==> src/rtl/br16_pkg.sv <==
package br16_pkg;

    typedef enum logic [2:0] {
        S_IDLE,
        S_PUSH_LO,
        S_PUSH_HI,
        S_POP_HI,
        S_POP_LO,
        S_POP_CAP,
        S_FINISH
    } ctl_state_e;

    localparam logic [3:0] OPC_EXIT    = 4'h0;
    localparam logic [3:0] OPC_ALWAYS  = 4'h1;
    localparam logic [3:0] OPC_NO_CY   = 4'h2;
    localparam logic [3:0] OPC_CY      = 4'h3;
    localparam logic [3:0] OPC_PLUS    = 4'h4;
    localparam logic [3:0] OPC_MINUS   = 4'h5;
    localparam logic [3:0] OPC_ZERO    = 4'h6;
    localparam logic [3:0] OPC_NONZERO = 4'h7;
    localparam logic [3:0] OPC_ALLONE  = 4'h8;
    localparam logic [3:0] OPC_NOTONE  = 4'h9;
    localparam logic [3:0] OPC_BREAK   = 4'hA;
    localparam logic [3:0] OPC_SUBRET  = 4'hB;
    localparam logic [3:0] OPC_SUBCALL = 4'hC;

endpackage

==> src/rtl/br16_cond.sv <==
module br16_cond
    import br16_pkg::*;
#(
    parameter int VAL_W = 16
) (
    input  logic [3:0]       op,
    input  logic [VAL_W-1:0] res,
    input  logic             cy,
    output logic             take
);
    logic is_zero;
    logic is_ones;
    logic is_neg;

    assign is_zero = (res == '0);
    assign is_ones = (res == '1);
    assign is_neg  = res[VAL_W-1];

    always_comb begin
        unique case (op)
            OPC_ALWAYS:  take = 1'b1;
            OPC_NO_CY:   take = ~cy;
            OPC_CY:      take = cy;
            OPC_PLUS:    take = ~is_neg;
            OPC_MINUS:   take = is_neg;
            OPC_ZERO:    take = is_zero;
            OPC_NONZERO: take = ~is_zero;
            OPC_ALLONE:  take = is_ones;
            OPC_NOTONE:  take = ~is_ones;
            default:     take = 1'b0;
        endcase
    end
endmodule

==> src/rtl/br16_target.sv <==
module br16_target #(
    parameter int ADDR_W = 16,
    parameter int DISP_W = 8
) (
    input  logic [ADDR_W-1:0] base,
    input  logic [DISP_W-1:0] offs,
    output logic [ADDR_W-1:0] tgt
);
    localparam int EXT_W = ADDR_W - DISP_W;

    logic [ADDR_W-1:0] offs_ext;

    generate
        if (EXT_W > 0) begin : g_ext
            assign offs_ext = {{EXT_W{offs[DISP_W-1]}}, offs};
        end else begin : g_noext
            assign offs_ext = offs[ADDR_W-1:0];
        end
    endgenerate

    assign tgt = base + offs_ext;
endmodule

==> src/rtl/br16_unit.sv <==
module br16_unit
    import br16_pkg::*;
#(
    parameter int BYTE_W = 8,
    parameter int DISP_W = 8
) (
    input  logic                  clk,
    input  logic                  rst_n,
    input  logic                  start,
    input  logic [3:0]            op_code,
    input  logic [DISP_W-1:0]     disp,
    input  logic [2*BYTE_W-1:0]   pc_in,
    input  logic [2*BYTE_W-1:0]   res_val,
    input  logic                  carry_in,
    input  logic [2*BYTE_W-1:0]   r12_in,
    input  logic [BYTE_W-1:0]     mem_rdata,
    output logic                  ready,
    output logic                  done,
    output logic                  pc_we,
    output logic [2*BYTE_W-1:0]   pc_out,
    output logic                  r12_we,
    output logic [2*BYTE_W-1:0]   r12_out,
    output logic                  carry_clr,
    output logic                  res_to_acc,
    output logic                  exit_evt,
    output logic                  brk_evt,
    output logic                  mem_we,
    output logic                  mem_re,
    output logic [2*BYTE_W-1:0]   mem_addr,
    output logic [BYTE_W-1:0]     mem_wdata
);
    localparam int ADDR_W = 2 * BYTE_W;
    localparam logic [ADDR_W-1:0] STEP1 = ADDR_W'(1);
    localparam logic [ADDR_W-1:0] STEP2 = ADDR_W'(2);

    ctl_state_e        state_q, state_d;
    logic [3:0]        op_q;
    logic [ADDR_W-1:0] pc_q;
    logic [ADDR_W-1:0] tgt_q;
    logic [ADDR_W-1:0] sp_q;
    logic [BYTE_W-1:0] hi_q;
    logic [BYTE_W-1:0] lo_q;
    logic              take_q;

    logic              take_w;
    logic [ADDR_W-1:0] tgt_w;
    logic              accept;

    br16_cond #(.VAL_W(ADDR_W)) cond_i (
        .op   (op_code),
        .res  (res_val),
        .cy   (carry_in),
        .take (take_w)
    );

    br16_target #(.ADDR_W(ADDR_W), .DISP_W(DISP_W)) tgt_i (
        .base (pc_in),
        .offs (disp),
        .tgt  (tgt_w)
    );

    assign accept = start && (state_q == S_IDLE);

    // next-state selection
    always_comb begin
        state_d = state_q;
        unique case (state_q)
            S_IDLE: begin
                if (start) begin
                    if (op_code == OPC_SUBCALL)     state_d = S_PUSH_LO;
                    else if (op_code == OPC_SUBRET) state_d = S_POP_HI;
                    else                            state_d = S_FINISH;
                end
            end
            S_PUSH_LO: state_d = S_PUSH_HI;
            S_PUSH_HI: state_d = S_FINISH;
            S_POP_HI:  state_d = S_POP_LO;
            S_POP_LO:  state_d = S_POP_CAP;
            S_POP_CAP: state_d = S_FINISH;
            S_FINISH:  state_d = S_IDLE;
            default:   state_d = S_IDLE;
        endcase
    end

    // state register and operand capture
    always_ff @(posedge clk) begin
        if (!rst_n) begin
            state_q <= S_IDLE;
            op_q    <= '0;
            pc_q    <= '0;
            tgt_q   <= '0;
            sp_q    <= '0;
            hi_q    <= '0;
            lo_q    <= '0;
            take_q  <= 1'b0;
        end else begin
            state_q <= state_d;
            if (accept) begin
                op_q   <= op_code;
                pc_q   <= pc_in;
                tgt_q  <= tgt_w;
                sp_q   <= r12_in;
                take_q <= take_w;
            end
            if (state_q == S_POP_LO)  hi_q <= mem_rdata;
            if (state_q == S_POP_CAP) lo_q <= mem_rdata;
        end
    end

    // outputs decoded from the current state
    always_comb begin
        ready      = 1'b0;
        done       = 1'b0;
        pc_we      = 1'b0;
        pc_out     = '0;
        r12_we     = 1'b0;
        r12_out    = '0;
        carry_clr  = 1'b0;
        res_to_acc = 1'b0;
        exit_evt   = 1'b0;
        brk_evt    = 1'b0;
        mem_we     = 1'b0;
        mem_re     = 1'b0;
        mem_addr   = '0;
        mem_wdata  = '0;
        unique case (state_q)
            S_IDLE: ready = 1'b1;
            S_PUSH_LO: begin
                mem_we    = 1'b1;
                mem_addr  = sp_q;
                mem_wdata = pc_q[BYTE_W-1:0];
            end
            S_PUSH_HI: begin
                mem_we    = 1'b1;
                mem_addr  = sp_q + STEP1;
                mem_wdata = pc_q[ADDR_W-1:BYTE_W];
            end
            S_POP_HI: begin
                mem_re   = 1'b1;
                mem_addr = sp_q - STEP1;
            end
            S_POP_LO: begin
                mem_re   = 1'b1;
                mem_addr = sp_q - STEP2;
            end
            S_POP_CAP: ;
            S_FINISH: begin
                done = 1'b1;
                if (op_q == OPC_SUBCALL) begin
                    pc_we      = 1'b1;
                    pc_out     = tgt_q;
                    r12_we     = 1'b1;
                    r12_out    = sp_q + STEP2;
                    carry_clr  = 1'b1;
                    res_to_acc = 1'b1;
                end else if (op_q == OPC_SUBRET) begin
                    pc_we   = 1'b1;
                    pc_out  = {hi_q, lo_q};
                    r12_we  = 1'b1;
                    r12_out = sp_q - STEP2;
                end else begin
                    exit_evt = (op_q == OPC_EXIT);
                    brk_evt  = (op_q == OPC_BREAK);
                    pc_we    = take_q;
                    pc_out   = take_q ? tgt_q : pc_q;
                end
            end
            default: ;
        endcase
    end
endmodule

==> config.mk <==
export PLATFORM = sky130hd
export DESIGN_NAME = br16_unit
export DESIGN_NICKNAME = d
export VERILOG_FILES = /design/src/rtl/br16_pkg.sv /design/src/rtl/br16_cond.sv /design/src/rtl/br16_target.sv /design/src/rtl/br16_unit.sv
export SDC_FILE = /design/constraint.sdc
export NUM_CORES = 1
export LEC_CHECK = 0
export CORE_ASPECT_RATIO = 0.8
export CORE_UTILIZATION = 30
export DETAILED_ROUTE_END_ITERATION = 10
export PLACE_DENSITY_LB_ADDON = 0.05
export SLEW_MARGIN = 10
export SYNTH_ARGS = -nofsm -noshare
export SYNTH_HDL_FRONTEND = slang
export SYNTH_SLANG_ARGS = --single-unit
==> constraint.sdc <==
create_clock -name clk -period 9.4 [get_ports clk]
set_input_delay 2.35 -clock clk [delete_from_list [all_inputs] [get_ports clk]]
set_output_delay 2.35 -clock clk [all_outputs]
set_load 0.1 [all_outputs]
Word-level counts from Yosys, hierarchy flattened. Cells that the tools add are included.

Bits in registers: 72. Input bits: 72. Output and inout bits: 66. Logic and storage cells: 78.

$add $sub $neg: 5. Equal/unequal tests: 22. Muxes and demuxes: 32. Bitwise logic cells: 4. Reductions and logical operators: 7.

Operators by type and width (count): $mux 16 (7); $pmux 16 s4 (1); $eq 4x4->1 const B (7); $mux 1 (18); $add 16x1->16 const B (1); $add 16x16->16 (1); $add 16x2->16 const B (1); $eq 16x16->1 const B (1); $eq 4x3->1 const B (4); $logic_not 16->1 (1); $pmux 8 s2 (1); $sub 16x1->16 const B (1); $sub 16x2->16 const B (1); $pmux 3 s5 (1); $eq 3x3->1 const B (3); $mux 3 (3); $pmux 1 s9 (1); $eq 4x2->1 const B (2); $eq 3x2->1 const B (2); $reduce_or 2->1 (3); $eq 4x1->1 const B (1); $logic_not 4->1 (1); $not 1->1 (4); $eq 3x1->1 const B (1); other kinds (3) (3).

Longest topological paths before layout. Gate-level depths: netlist of the first run.

Depth in word-level cells: 5. Depth in mapped cells: 13. Gate-level depth less buffers: 9.

By module. From an unflattened synthesis of the first run, not the netlist that was laid out.

Cells, all modules: 847. Area total of the unflattened synthesis: 6154.7 um^2.

Modules (own cells, without submodules): br16_unit (instances 1, cells an instance 725, area an instance 5258.8 um^2, sequential area each 1441.4 um^2); br16_target (instances 1, cells an instance 98, area an instance 724.4 um^2, sequential area each 0.0 um^2); br16_cond (instances 1, cells an instance 24, area an instance 171.4 um^2, sequential area each 0.0 um^2).

Worst setup path before layout of the first run. OpenSTA, ideal clock, no wires.

Path type: register to output. From: reg state_q[1]. To: out mem_addr[6]. Arrival: 4.677 ns. Data required time: 7.050 ns. Slack: 2.373 ns. Stages on the path, launching flop included: 14. Path buffers: 4. Cells stage by stage: dfxtp_1 clkbuf_1 and3b_1 clkbuf_1 clkbuf_1 xnor2_1 ha_1 clkbuf_1 nand3_1 o21a_1 nor2_1 xor2_1 a31oi_1 o21ai_0.

Longest elaborated chain between the ends: 2. Elaborated cells on any way between the ends: 5. Those cells by class: eq/ne: 4; mux: 1.

Ends and longest elaborated chain: from (decl) (line br16_unit.sv:36) `ctl_state_e state_q, state_d;`; from (signal assigned) (line br16_unit.sv:97) `state_q <= state_d;`; $eq 3x3->1, or another cell as far along (line br16_unit.sv:126) `unique case (state_q)`; $pmux 16 s4 (*) (line br16_unit.sv:126); to (decl) (line br16_unit.sv:29) `output logic [2*BYTE_W-1:0] mem_addr,`.

Every way passes the cells marked *; elsewhere a longest branch is shown, timed or not.

Final worst setup path of the first run.
From: reg state_q[1]. To: out r12_out[3].

Longest elaborated chain between the ends: 2.

Ends and longest elaborated chain: $eq 3x3->1 (line br16_unit.sv:126); $mux 16 (line br16_unit.sv:126); to (decl) (line br16_unit.sv:22) `output logic [2*BYTE_W-1:0] r12_out,`.

Every way passes these cells.

==> results of run 1 <==
[state kept, by name, summed over array words and instances, names as in the netlist]
register / flops
sp_q: 16
state_q: 3
take_q: 1
tgt_q: 16
hi_q: 8
pc_q: 16
op_q: 4
lo_q: 8
[metrics by stage]
step | hold slack, ps | util (%)
2_1_floorplan | 429 | -
3_3_place_gp | 450 | 38.7
3_5_place_dp | 450 | 38.7
4_1_cts | 464 | 40.3
5_1_grt | 474 | 40.3
6_report | 463 | 40.3
[cells by family (layout without fill, tap and decap cells)]
logic type	after synthesis	after routing	share of synthesized area [%]
compound gates	290	290	30.3
xor+xnor	41	41	6.03
fa+ha+maj	19	19	4.12
buf+inv	97	181	6.43
flops	72	72	24.2
mux	10	10	1.74
simple gates	341	341	27.1
[how the worst max path moves through the flow]
stage	start	end
2_1_floorplan	state_q[1]	mem_addr[6]
3_3_place_gp	state_q[1]	r12_out[2]
3_5_place_dp	state_q[1]	r12_out[3]
4_1_cts	state_q[1]	r12_out[3]
5_1_grt	state_q[1]	r12_out[3]
6_report	state_q[1]	r12_out[3]
[placed cells by master, fill, tap and decap left out, types with 8 or more instances in the layout]
master           synthesis  routed
nand3_1                 31      31
o21a_1                   8       8
a21oi_1                 98      98
clkdlybuf4s50_1          0     137
o21ai_0                 71      71
buf_4                    1      12
nor3_1                  20      18
ha_1                    18      18
nor4_1                  12      12
xor2_1                  19      19
o22ai_1                 15      15
a211oi_1                13      13
xnor2_1                 22      22
a22oi_1                 22      22
dfxtp_1                 72      72
inv_1                   15      14
nand4_1                 13      13
nand2_1                139     138
or3_1                   30      30
nor2_1                  64      64
clkbuf_16                0       9
[area by class of cell]
cell class | instances | area share (%)
flip-flops and latches | 72 | 18.6
inverters | 16 | 0.776
well taps | 258 | 4.17
repair buffers | 149 | 18.9
clock inverters | 7 | 1.00
multi-input cells | 701 | 53.6
clock buffers | 9 | 2.91
[report_power, final]
group	leakage [µW]	internal (µW)	switching (µW)
Sequential	0.000588	331	47.9
Clock	0.000152	209	149
Combinational	0.00195	172	365
Total	0.00269	712	562
[tightest hold or removal path, delay by kind of cell, from the launching register on]
kind,cells,cell delay (ps)
compound gates,1,50
flops,1,310
simple gates,1,50
[per-layer routing]
layer  up-vias  global-route usage (%)  routed length, µm
met2       270                    31.8               9210
met1      3166                    37.3              12800
met4         0                    6.00                357
li1       3318                       -                  -
met3        24                    4.72               1690
met5         -                       0                  0
==> summary.md, run 1 <==
| Metric | Value |
|---|---|
| Status | finished clean |
| Sort of element at the start of the critical path | flop |
| Synth Register Bits | 72 |
| Worst flop-to-flop path endpoint | take_q |
| Quantity of hold-fixing buffers added after cts | 0 |
| Sequential area share after synthesis | 24.2% |
| Share of synthesized flip-flops with an asynchronous set or reset | 0% |
| Dominant cell type by area after synthesis | dfxtp_1 |
| R2R Setup Slk | 6730 ps |
| Final Hold Vio Count | 0 |
| Maximum number of pins on one net before global-route repair | 66 |
| Critical R2R Launch | state_q[2] |
| Starting density of the core | 31.0% |
| Delay of the slowest cell on the worst path | 1150 ps |
| Required time of the critical path | 7050 ps |
| Pin slew with the least headroom to its limit | 1080 ps |
| Resized Gates After CTS | 0 |
| Clock sinks | 72 |
| Filler cells | 2050 |
| Cell family with the largest share of critical-path delay | buffers and inverters |
| Area after DPL | 7430 µm² |
| Total DRC errors in the routed layout | 0 |
| HPWL after detailed placement | 17100 µm |
| Tmin final | 7410 ps |
| Area share of the leading cell type in the synthesized netlist | 24.2% |
| Number of setup buffers added after CTS | 0 |
| ANT cells | 0 |
| Post-route worst setup slack | 1990 ps |
| Path length in cells of the critical path | 9 |
| Root Driver | clkbuf_16 |
| Synthesized instance count | 870 |
| Crit path max-delay cell type | clkdlybuf4s50_1 |
| Summed instance area of the synthesized netlist | 5950 µm² |
| Antenna Nets Post-Route | 0 |
| Maximum capacitance violations | 0 |
| Clock skew after layout | 7.27 ps |
| Arrival time of data at the critical path endpoint | 5060 ps |
| Total I/O pin count | 138 |
| Die area | 20400 µm² |
| Finished layout cell area | 7740 µm² |
| Leading post-synthesis cells by cell area | dfxtp_1, nand2_1, a21oi_1 |
| Area used by multi-input combinational logic | 4150 µm² |
| Number of non-filler instances in the completed layout | 1212 |
| Wire length per cell after detailed routing | 19.8 µm |
| Quantity of I/O buffers inserted on ports | 137 |
| Worst Reg2Reg Path Length in Cells | 5 |
| Post-route total power | 1270 µW |
| Total detailed-routing wirelength | 24000 µm |
| CTS tree | yes |
| CP max FO | 28 |
| Wire length of the first global-routing pass | 37800 µm |
| Hold path depth | 2 |
| Unrepaired setup endpoints after global routing | no |
| Skew-Pair Late Insertion Delay | 340 ps |
| Register cell area after layout | 1440 µm² |
| Number of iterations in the first detailed-routing pass | 5 |
| Post-Syn Area per Cell | 6.84 µm² |
| Total global-route track usage | 23.8% |
| Fmax | 0.135 GHz |
| Peak ir drop on the vdd network | 102 µV |
| Per-cell via count in the routed design | 5.59 |
| Count of final setup violators | 0 |
| Sum of negative setup slack | 0 ps |
| Total vias in the final route | 6778 |
| Most frequent cells after synthesis | nand2_1, a21oi_1, dfxtp_1, o21ai_0, clkbuf_1 |
| Setup WS pre-CTS | 2390 ps |
| Initial DRC count | 621 |
| Cts bufs inserted | 9 |
| Total congestion overflow after global routing | 0 |
| Antenna violations before repair | 0 |
| Via count of the first global-routing pass | 6326 |
| Worst Hold Launch | lo_q[7] |
| Critical path buffers and inverters | 5 |
| Placeable core region | 19200 µm² |
| Most common cell in the netlist | nand2_1 |
| Clock slew seen by the registers of the worst setup and hold paths | 60 ps |
| Share of the clock period used by the worst path after layout | 78.8% |
| Power density over cell area | 165 nW/µm² |
| Leakage component of the power | 0.00269 µW |
| Type of destination of the critical path | output port |
| Fraction of layout cells with a size suffix above 1 | 5.45% |
| Max-slew violations | 0 |
| Cell chain of the critical path | buf_4, clkinv_1, nor2_1, nand2_1, inv_1, o21ai_0, buf_4, nor2_1, clkdlybuf4s50_1 |
| Number of synthesized flops with an enable pin | 0 |
| Area added between synthesis and finish | 29.9% |
| CTS H-tree lvls | 3 |
| Synth Net Count | 961 |
| Number of unique standard cell types used by synthesis | 70 |
| Clock Path Buffers | 2 |
| Worst slew margin | 27.7% |
| Total number of yosys warnings | 0 |
| Placer's final routability congestion estimate | 0.847 |
| Number of nets in the layout | 1040 |
| Classification of the worst-slack hold path | flop to flop |
| Kind of critical path | flop to output port |
| Chip width | 159 µm |
| Number of core rows | 45 |
| Count of placed standard cells including taps | 1196 |
| Worst Hold Endpoint | lo_q[7] |
| Overall die height | 128 µm |
| Most used flip-flop cell after synthesis | dfxtp_1 |
No activity file was read; power rests on OpenSTA's default activity.
==> run 2, diff against run 1 <==
==> constraint.sdc (replaced) <==
create_clock -name clk -period 6.98 [get_ports clk]
set_input_delay 1.745 -clock clk [delete_from_list [all_inputs] [get_ports clk]]
set_output_delay 1.745 -clock clk [all_outputs]
set_load 0.1 [all_outputs]
==> run 2 against run 1 <==
- critical endpoint is now mem_addr[11]
- clock skew is 3.2 ps higher
- via count decreased by 0.10%
- combinational power increased by 34%
- power increased by 36%
- final area is 0.95% lower
- largest power group unchanged
- wire length shrank 1.2%
- worst hold slack worse by 1.3 ps
- worst setup slack got worse by 710 ps
==> summary.md, run 2 (synthesis gave the netlist of run 1 again) <==
| Metric | Value |
|---|---|
| Status | finished clean |
| Antenna Nets Post-Route | 0 |
| Fraction of the core area covered by cells at the end of the flow | 39.9% |
| Cts bufs inserted | 9 |
| Commonest cells after routing, fill and taps aside | nand2_1, a21oi_1, clkdlybuf4s50_1 |
| Chip width | 159 µm |
| Leakage component of the power | 0.00281 µW |
| Area added between synthesis and finish | 28.7% |
| Clock power frac | 29.2% |
| Arrival time of data at the critical path endpoint | 3960 ps |
| Cell chain of the critical path | nand4_1, o41ai_1, a22oi_1, xor2_1, o22ai_1, o21a_1, clkdlybuf4s50_1 |
| Comb power frac | 41.6% |
| Kind of critical path | flop to output port |
| Maximum capacitance violations | 0 |
| Crit path max-delay cell type | clkdlybuf4s50_1 |
| Fmax | 0.175 GHz |
| Number of setup buffers added after CTS | 0 |
| Wire length of the first global-routing pass | 37100 µm |
| Sw Ratio | 42.8% |
| Tmin final | 5700 ps |
| Via count of the first global-routing pass | 6174 |
| Most common cell after layout, fill and taps aside | nand2_1 |
| Total vias in the final route | 6771 |
| Quantity of I/O buffers inserted on ports | 137 |
| Resized Gates After CTS | 0 |
| Unrepaired setup endpoints after global routing | no |
| Classification of the worst-slack hold path | flop to flop |
| Initial DRC count | 599 |
| CTS H-tree lvls | 3 |
| Number of non-filler instances in the completed layout | 1215 |
| Quantity of hold-fixing buffers added after cts | 0 |
| Required time of the critical path | 5240 ps |
| Placer's final routability congestion estimate | 0.910 |
| Pin slew with the least headroom to its limit | 986 ps |
| HPWL after detailed placement | 17600 µm |
| Worst slack on hold paths | 462 ps |
| Clock Path Buffers | 2 |
| Net switching power | 740 µW |
| Per-cell via count in the routed design | 5.57 |
| Overall die height | 128 µm |
| Max-slew violations | 0 |
| Worst slew margin | 34.1% |
| Number of iterations in the first detailed-routing pass | 5 |
| Skew-Pair Late Insertion Delay | 340 ps |
| Share of the clock period used by the worst path after layout | 81.7% |
| Final Hold Vio Count | 0 |
| ANT cells | 0 |
| Total congestion overflow after global routing | 0 |
| Sum of negative setup slack | 0 ps |
| Wire length per cell after detailed routing | 19.6 µm |
| Peak ir drop on the vdd network | 103 µV |
| CP max FO | 17 |
| Internal power of the cells | 989 µW |
| Total global-route track usage | 23.4% |
| CTS tree | yes |
| Root Driver | clkbuf_16 |
| Total DRC errors in the routed layout | 0 |
| Die area | 20400 µm² |
| Setup WS pre-CTS | 1660 ps |
| Count of placed standard cells including taps | 1200 |
| Sort of element at the start of the critical path | flop |
| Post-route worst setup slack | 1280 ps |
| Delay of the slowest cell on the worst path | 1120 ps |
| Power density over cell area | 226 nW/µm² |
| Fraction of layout cells with a size suffix above 1 | 10.8% |
| Clock skew after layout | 10.5 ps |
| Clock slew seen by the registers of the worst setup and hold paths | 60 ps |
| Starting density of the core | 31.0% |
| Total detailed-routing wirelength | 23800 µm |
| Count of final setup violators | 0 |
| Number of core rows | 45 |
| Proportion of power drawn by flip-flops and latches | 29.2% |
| Clock sinks | 72 |
| Total I/O pin count | 138 |
| Number of nets in the layout | 1044 |
| Placeable core region | 19200 µm² |
| Type of destination of the critical path | output port |
| Maximum number of pins on one net before global-route repair | 63 |
| Antenna violations before repair | 0 |
| Regs by FF count | pc_q x16, sp_q x16, tgt_q x16 |
## run 2: changes by cell type in the layout (fill, tap and decap cells not counted)
cell,delta
buf_4,+52
bufinv_16,+1
clkdlybuf4s50_1,-48
clkinv_2,-2
clkinv_4,+1
clkinvlp_4,+1
inv_6,-1
inv_8,-1
## run 2: metrics by stage
stage	area, µm²	total power, µW
global route	7660	1820
finish	7660	1730
CTS	7660	1740
detailed placement	7340	1230
floorplan	5950	1020
global placement	7340	1230
## run 2: path summary, 6_finish.rpt
check                  start      endpoint  slack, ps  depth (start not counted)
setup / recovery     sp_q[3]  mem_addr[11]       1280                          7
hold / removal       lo_q[7]       lo_q[7]        460                          2
hold reg to reg      lo_q[7]       lo_q[7]        460                          2
setup reg to reg  state_q[0]        take_q       4560                          6
## run 2: power by group through the flow
stage | logic (µW) | clock network (µW) | registers [µW]
global placement | 722 | 0 | 511
finish | 719 | 505 | 504
detailed placement | 717 | 0 | 511
CTS | 719 | 516 | 502
floorplan | 549 | 0 | 471
global route | 774 | 532 | 510
## run 2: metal layers
layer / up-vias / wire [µm] / part of all wire [%] / track usage [%]
li1: 3325 / - / - / -
met1: 3172 / 12400 / 52 / 36.5
met2: 254 / 9370 / 39 / 31.9
met3: 20 / 1750 / 7.4 / 5.44
met4: 0 / 245 / 1.0 / 4.41
met5: - / 0 / 0 / 0
## run 2: critical path: cells and delay by family, from the launching register on
family / cells / cell delay, ps
xor+xnor: 1 / 170
simple gates: 1 / 500
buf+inv: 1 / 1120
flops: 1 / 700
compound gates: 4 / 1130
## run 2: area by class of cell
class                      count  area (µm²)
multi-input combinational    701        4150
clock inverter                 6        93.8
clock buffer                   9         225
inverter                      16        60.1
timing repair buffer         153        1370
fill                        2083       11500
tap                          258         323
sequential                    72        1440
